## src/rtl/ds3_tpi_pkg.sv

```systemverilog
package ds3_tpi_pkg;

    localparam int unsigned MODE_W = 3;

    typedef struct packed {
        logic nibble;
        logic loop_tim;
        logic ref_slave;
    } mode_cfg_t;

    function automatic mode_cfg_t decode_mode(input logic [MODE_W-1:0] code);
        mode_cfg_t cfg;
        case (code)
            3'd2:    cfg = '{nibble: 1'b0, loop_tim: 1'b0, ref_slave: 1'b1};
            3'd3:    cfg = '{nibble: 1'b0, loop_tim: 1'b0, ref_slave: 1'b0};
            3'd4:    cfg = '{nibble: 1'b1, loop_tim: 1'b1, ref_slave: 1'b0};
            3'd5:    cfg = '{nibble: 1'b1, loop_tim: 1'b0, ref_slave: 1'b1};
            3'd6:    cfg = '{nibble: 1'b1, loop_tim: 1'b0, ref_slave: 1'b0};
            default: cfg = '{nibble: 1'b0, loop_tim: 1'b1, ref_slave: 1'b0};
        endcase
        return cfg;
    endfunction

endpackage

```

## src/rtl/ds3_tpi_mode.sv

```systemverilog
module ds3_tpi_mode
    import ds3_tpi_pkg::*;
(
    input  logic              clk,
    input  logic              rst_n,
    input  logic [MODE_W-1:0] mode_sel,
    output logic [MODE_W-1:0] mode_code,
    output mode_cfg_t         cfg
);
    logic [MODE_W-1:0] code_d, code_q;

    always_comb begin
        code_d = code_q;
        if (!rst_n) begin
            code_d = mode_sel;
        end
    end

    always_ff @(posedge clk) begin
        code_q <= code_d;
    end

    assign mode_code = code_q;
    assign cfg       = decode_mode(code_q);
endmodule

```

## src/rtl/ds3_tpi_framer_cnt.sv

```systemverilog
module ds3_tpi_framer_cnt #(
    parameter int unsigned FRAME_BITS = 4760,
    parameter int unsigned NIB_W      = 4
) (
    input  logic                          clk,
    input  logic                          rst_n,
    input  logic                          nibble,
    input  logic                          ref_slave,
    input  logic                          frame_ref,
    output logic [$clog2(FRAME_BITS)-1:0] frame_cnt,
    output logic                          frame_strobe,
    output logic                          nib_clk_en
);
    localparam int unsigned CNT_W = $clog2(FRAME_BITS);
    localparam int unsigned PH_W  = (NIB_W > 1) ? $clog2(NIB_W) : 1;
    localparam logic [CNT_W-1:0] CNT_LAST = CNT_W'(FRAME_BITS - 1);
    localparam logic [PH_W-1:0]  PH_LAST  = PH_W'(NIB_W - 1);

    typedef struct packed {
        logic [CNT_W-1:0] cnt;
        logic [PH_W-1:0]  ph;
    } pos_t;

    pos_t pos_d, pos_q;

    always_comb begin
        pos_d = pos_q;
        if (!rst_n || (ref_slave && frame_ref)) begin
            pos_d = '0;
        end else begin
            pos_d.cnt = (pos_q.cnt == CNT_LAST) ? '0 : pos_q.cnt + 1'b1;
            pos_d.ph  = (pos_q.ph == PH_LAST) ? '0 : pos_q.ph + 1'b1;
        end
    end

    always_ff @(posedge clk) begin
        pos_q <= pos_d;
    end

    assign frame_cnt    = pos_q.cnt;
    assign frame_strobe = (pos_q.cnt == CNT_LAST);
    assign nib_clk_en   = nibble && (pos_q.ph == PH_LAST);
endmodule

```

## src/rtl/ds3_tpi_serializer.sv

```systemverilog
module ds3_tpi_serializer #(
    parameter int unsigned NIB_W = 4
) (
    input  logic             clk,
    input  logic             rst_n,
    input  logic             nibble,
    input  logic             nib_clk_en,
    input  logic             ser_din,
    input  logic [NIB_W-1:0] nib_din,
    output logic             bit_out
);
    logic [NIB_W-1:0] sh_d, sh_q;

    always_comb begin
        sh_d = sh_q;
        if (!rst_n) begin
            sh_d = '0;
        end else if (!nibble) begin
            sh_d = {ser_din, {(NIB_W-1){1'b0}}};
        end else if (nib_clk_en) begin
            sh_d = nib_din;
        end else begin
            sh_d = sh_q << 1;
        end
    end

    always_ff @(posedge clk) begin
        sh_q <= sh_d;
    end

    assign bit_out = sh_q[NIB_W-1];
endmodule

```

## src/rtl/ds3_tx_payload_in.sv

```systemverilog
module ds3_tx_payload_in
    import ds3_tpi_pkg::*;
#(
    parameter int unsigned FRAME_BITS = 4760,
    parameter int unsigned NIB_W      = 4
) (
    input  logic              clk,
    input  logic              rst_n,
    input  logic [MODE_W-1:0] mode_sel,
    input  logic              ser_din,
    input  logic [NIB_W-1:0]  nib_din,
    input  logic              frame_ref,
    output logic              bit_out,
    output logic              frame_strobe,
    output logic              nib_clk_en,
    output logic              loop_timing
);
    localparam int unsigned CNT_W = $clog2(FRAME_BITS);

    mode_cfg_t         cfg;
    logic [MODE_W-1:0] mode_code;
    logic              nibble_mode;
    logic              ref_slave;
    logic [CNT_W-1:0]  frame_cnt;

    ds3_tpi_mode u_mode (
        .clk       (clk),
        .rst_n     (rst_n),
        .mode_sel  (mode_sel),
        .mode_code (mode_code),
        .cfg       (cfg)
    );

    assign nibble_mode = cfg.nibble;
    assign ref_slave   = cfg.ref_slave;
    assign loop_timing = cfg.loop_tim;

    ds3_tpi_framer_cnt #(
        .FRAME_BITS (FRAME_BITS),
        .NIB_W      (NIB_W)
    ) u_cnt (
        .clk          (clk),
        .rst_n        (rst_n),
        .nibble       (nibble_mode),
        .ref_slave    (ref_slave),
        .frame_ref    (frame_ref),
        .frame_cnt    (frame_cnt),
        .frame_strobe (frame_strobe),
        .nib_clk_en   (nib_clk_en)
    );

    ds3_tpi_serializer #(
        .NIB_W (NIB_W)
    ) u_ser (
        .clk        (clk),
        .rst_n      (rst_n),
        .nibble     (nibble_mode),
        .nib_clk_en (nib_clk_en),
        .ser_din    (ser_din),
        .nib_din    (nib_din),
        .bit_out    (bit_out)
    );
endmodule

```

## config.mk

```make
export PLATFORM = sky130hd
export DESIGN_NAME = ds3_tx_payload_in
export DESIGN_NICKNAME = d
export VERILOG_FILES = /design/src/rtl/ds3_tpi_pkg.sv /design/src/rtl/ds3_tpi_mode.sv /design/src/rtl/ds3_tpi_framer_cnt.sv /design/src/rtl/ds3_tpi_serializer.sv /design/src/rtl/ds3_tx_payload_in.sv
export SDC_FILE = /design/constraint.sdc
export NUM_CORES = 1
export LEC_CHECK = 0
export ABC_CLOCK_PERIOD_IN_PS = 2000
export BUFFER_PORTS_ARGS = -buffer_cell sky130_fd_sc_hd__buf_2
export CAP_MARGIN = 20
export CORE_MARGIN = 4
export CORE_UTILIZATION = 54
export CTS_CLUSTER_SIZE = 30
export DETAILED_ROUTE_END_ITERATION = 8
export HOLD_SLACK_MARGIN = 0.1
export PLACE_DENSITY = 0.79
export SYNTH_ARGS = -nofsm -noshare
export SYNTH_HDL_FRONTEND = slang
export SYNTH_HIERARCHICAL = 1
export SYNTH_SLANG_ARGS = --single-unit
```

## constraint.sdc

```tcl
create_clock -name clk -period 2 [get_ports clk]
set_clock_uncertainty 0.15 [all_clocks]
set_input_delay 0.2 -clock clk [delete_from_list [all_inputs] [get_ports clk]]
set_output_delay 0.2 -clock clk [all_outputs]
set_load 0.005 [all_outputs]
```

==> qor.yml <==
outcome:
  outcome: "completed"
route:
  drtIter0Drc: 31
  wire_per_inst_um: 14.2
  drc: 0
  drtPass1Iterations: 4
  routed_wl_um: 2040
  postRouteAntennaNets: 0
  vias: 846
  viasPerCell: 5.88
sta:
  tightest_slew_ns: 0.319
  post-route-min-period_ns: 1.94
  maxSlewHeadroom_pct: 78.6
  rsz0062_at_grt: "false"
  setup_viol_count_final: 0
  hold_violations: 0
  fin_crit_sh_pct: 97.1
  max_freq_mhz: 515
  slew_violations: 0
  setup-tns-final_ns: 0
  setup_slack_ns: 0.0588
power_and_ir_drop:
  power.static_leakage_uw: 0.000440
  p_seq_share_pct: 62.8
  switchingPower_uw: 176
  power.density_mw_per_mm2: 617
  cellInternalPower_uw: 584
  pwr-share-clk_pct: 26.1
  combPwrFrac_pct: 11.1
  ir_worst_vdd_mv: 0.474
  switching_share_pct: 23.2
critical_path:
  cpMostUsedCell: "buf_4"
  reg2reg_depth: 5
  cp-start-kind: "flop"
  setup.worst_path.class: "flop to flop"
  crit_required_ns: 2.04
  cp-end-kind: "flop"
  ff2ff_setup_slack_ns: 0.06
  r2r_start: "u_cnt/frame_cnt[5]"
  cp_num_buf_inv: 2
  r2r-end: "u_cnt/frame_cnt[12]"
  critPathMaxStageDelay_ns: 0.54
  critPathMaxFanout: 13
  path_cells: "or4_4, buf_4, o41ai_4, buf_4, a21oi_1"
  cp-startpoint: "u_cnt/frame_cnt[5]"
  critPathTopFamily: "simple AND/OR/NAND/NOR gates"
  slowest_stage: "or4_4"
  crit_arrival_ns: 1.98
floorplanning:
  initial_utilization_pct: 60.2
  die_h_um: 49.9
  core_mm2: 0.00158
  dieArea_mm2: 0.00249
  die_w_um: 49.9
  top_level_ports: 15
  placementRows: 14
synthesis:
  netlist_area_um2: 948
  syn_area_per_cell_um2: 9.78
  syn-instance-count: 97
  ys_warn_count: 6
  synth_fp_nets: 110
placed_design:
  pre_cts_ws_ns: 0.160
  place_congestion: 0.785
  dpl.hpwl_um: 1280
  numPlacedInstances: 127
  dpl_cell_area_mm2: 0.00103
  io_buffers: 14
finish:
  drive_above_1_share_pct: 24.2
  fillers: 105
  n_antenna_cell: 0
  fin_area_mm2: 0.00123
  final_cells: 144
  finalNetCount: 142
  syn_to_final_growth_pct: 29.9
clock_network:
  ctsLongestPathBuffers: 2
  clk_pin_slew_ns: 0.11
  numCtsBuffers: 3
  cts_tree: "yes"
  clock-sinks: 22
  insertion_delay_ns: 0.30
  cts_max_level: 1
  cts_root_buf: "clkbuf_4"
min_path:
  hold_depth: 1
  hold_class: "flop to flop"
  min_from: "u_cnt/pos_q[0]"
  min_to: "u_cnt/pos_q[0]"
grt:
  grt_pass1_vias: 813
  gr-usage-all-layers_pct: 18.1
  grt_first_pass_wirelength_um: 3480
  grt_antenna_before_repair: 0
  grt_overflow: 0
  grt_max_degree: 14
flow_run:
  maxCapViolCount: 0
[cells in the final DEF (no fill, tap or decap)]
| master | n |
|---|---|
| o21ai_0 | 5 |
| dlygate4sd3_1 | 11 |
| or4_1 | 4 |
| nor2_1 | 8 |
| buf_2 | 14 |
| edfxtp_1 | 3 |
| dfxtp_4 | 2 |
| xor2_1 | 2 |
| nor4_4 | 1 |
| nand3_4 | 1 |
| or3b_4 | 1 |
| xnor2_1 | 2 |
| nand2_1 | 8 |
| dfxtp_1 | 15 |
| ha_1 | 2 |
| or3_1 | 4 |
| nand2b_1 | 1 |
| dfxtp_2 | 2 |
| clkbuf_4 | 3 |
| nor3b_1 | 1 |
| inv_1 | 3 |
| o22ai_1 | 1 |
| a21oi_1 | 9 |
| o41ai_4 | 1 |
| or4_4 | 1 |
| nand4_1 | 4 |
| a21boi_0 | 1 |
| o31ai_1 | 4 |
| buf_4 | 3 |
| mux2i_1 | 3 |
| and2_4 | 1 |
| a21boi_2 | 1 |
| nand3_1 | 4 |
| nor3_1 | 1 |
| clkinv_1 | 1 |
[cell type report]
| class | count | area (um2) | area share [%] |
|---|---|---|---|
| inverters | 3 | 11.3 | 0.914 |
| multi-input cells | 71 | 492 | 39.9 |
| repair buffers | 28 | 203 | 16.4 |
| clock inverters | 1 | 3.75 | 0.305 |
| flip-flops and latches | 22 | 480 | 39.0 |
| well taps | 16 | 20.0 | 1.62 |
| clock buffers | 3 | 22.5 | 1.83 |
[through the flow]
stage / hold slack, ns / util (%) / total power (uW)
floorplan: 0.149 / - / 529
global placement: 0.229 / 65.6 / 549
detailed placement: 0.229 / 65.6 / 553
CTS: 0.304 / 75.2 / 768
global route: 0.317 / 78.2 / 802
finish: 0.304 / 78.2 / 760
[how the worst max path moves through the flow]
| stage | cells past startpoint | endpoint |
|---|---|---|
| after floorplan | 4 | u_cnt/frame_cnt[10] |
| after CTS | 3 | frame_strobe |
| final | 5 | u_cnt/frame_cnt[12] |
| after global routing | 5 | u_cnt/frame_cnt[8] |
| after global placement | 4 | u_cnt/frame_cnt[10] |
| after detailed placement | 4 | u_cnt/frame_cnt[12] |
[power by group through the flow]
| stage | clock, uW | sequential (uW) | combinational, uW |
|---|---|---|---|
| floorplan | 0 | 486 | 42.4 |
| global placement | 0 | 487 | 62.0 |
| detailed placement | 0 | 489 | 64.6 |
| CTS | 208 | 479 | 81.0 |
| global route | 227 | 481 | 94.3 |
| finish | 198 | 477 | 84.5 |
[registers in the layout, summed over array words and instances, names as in the netlist]
signal            cells
u_ser/sh_q            4
u_mode/mode_code      3
u_cnt/pos_q           2
u_cnt/frame_cnt      13
[timing repair]
action | 4_1_cts | 5_1_grt
setup buffers | 0 | 2
gates resized for setup | 5 | 10
hold buffers | 11 | 0
endpoints found under the setup margin | 2 | 4
endpoints found under the hold margin | 12 | 0
pin swaps | 0 | 3
[layer usage]
metal  vias to the layer above  part of all wire (%)  GRT usage (%)
met5                         -                     0              0
met4                         0                   2.8           11.5
met3                         6                   4.4           3.61
met2                        29                    49           29.5
met1                       391                    43           21.4
li1                        420                     -              -
No activity file was read; power rests on OpenSTA's default activity.
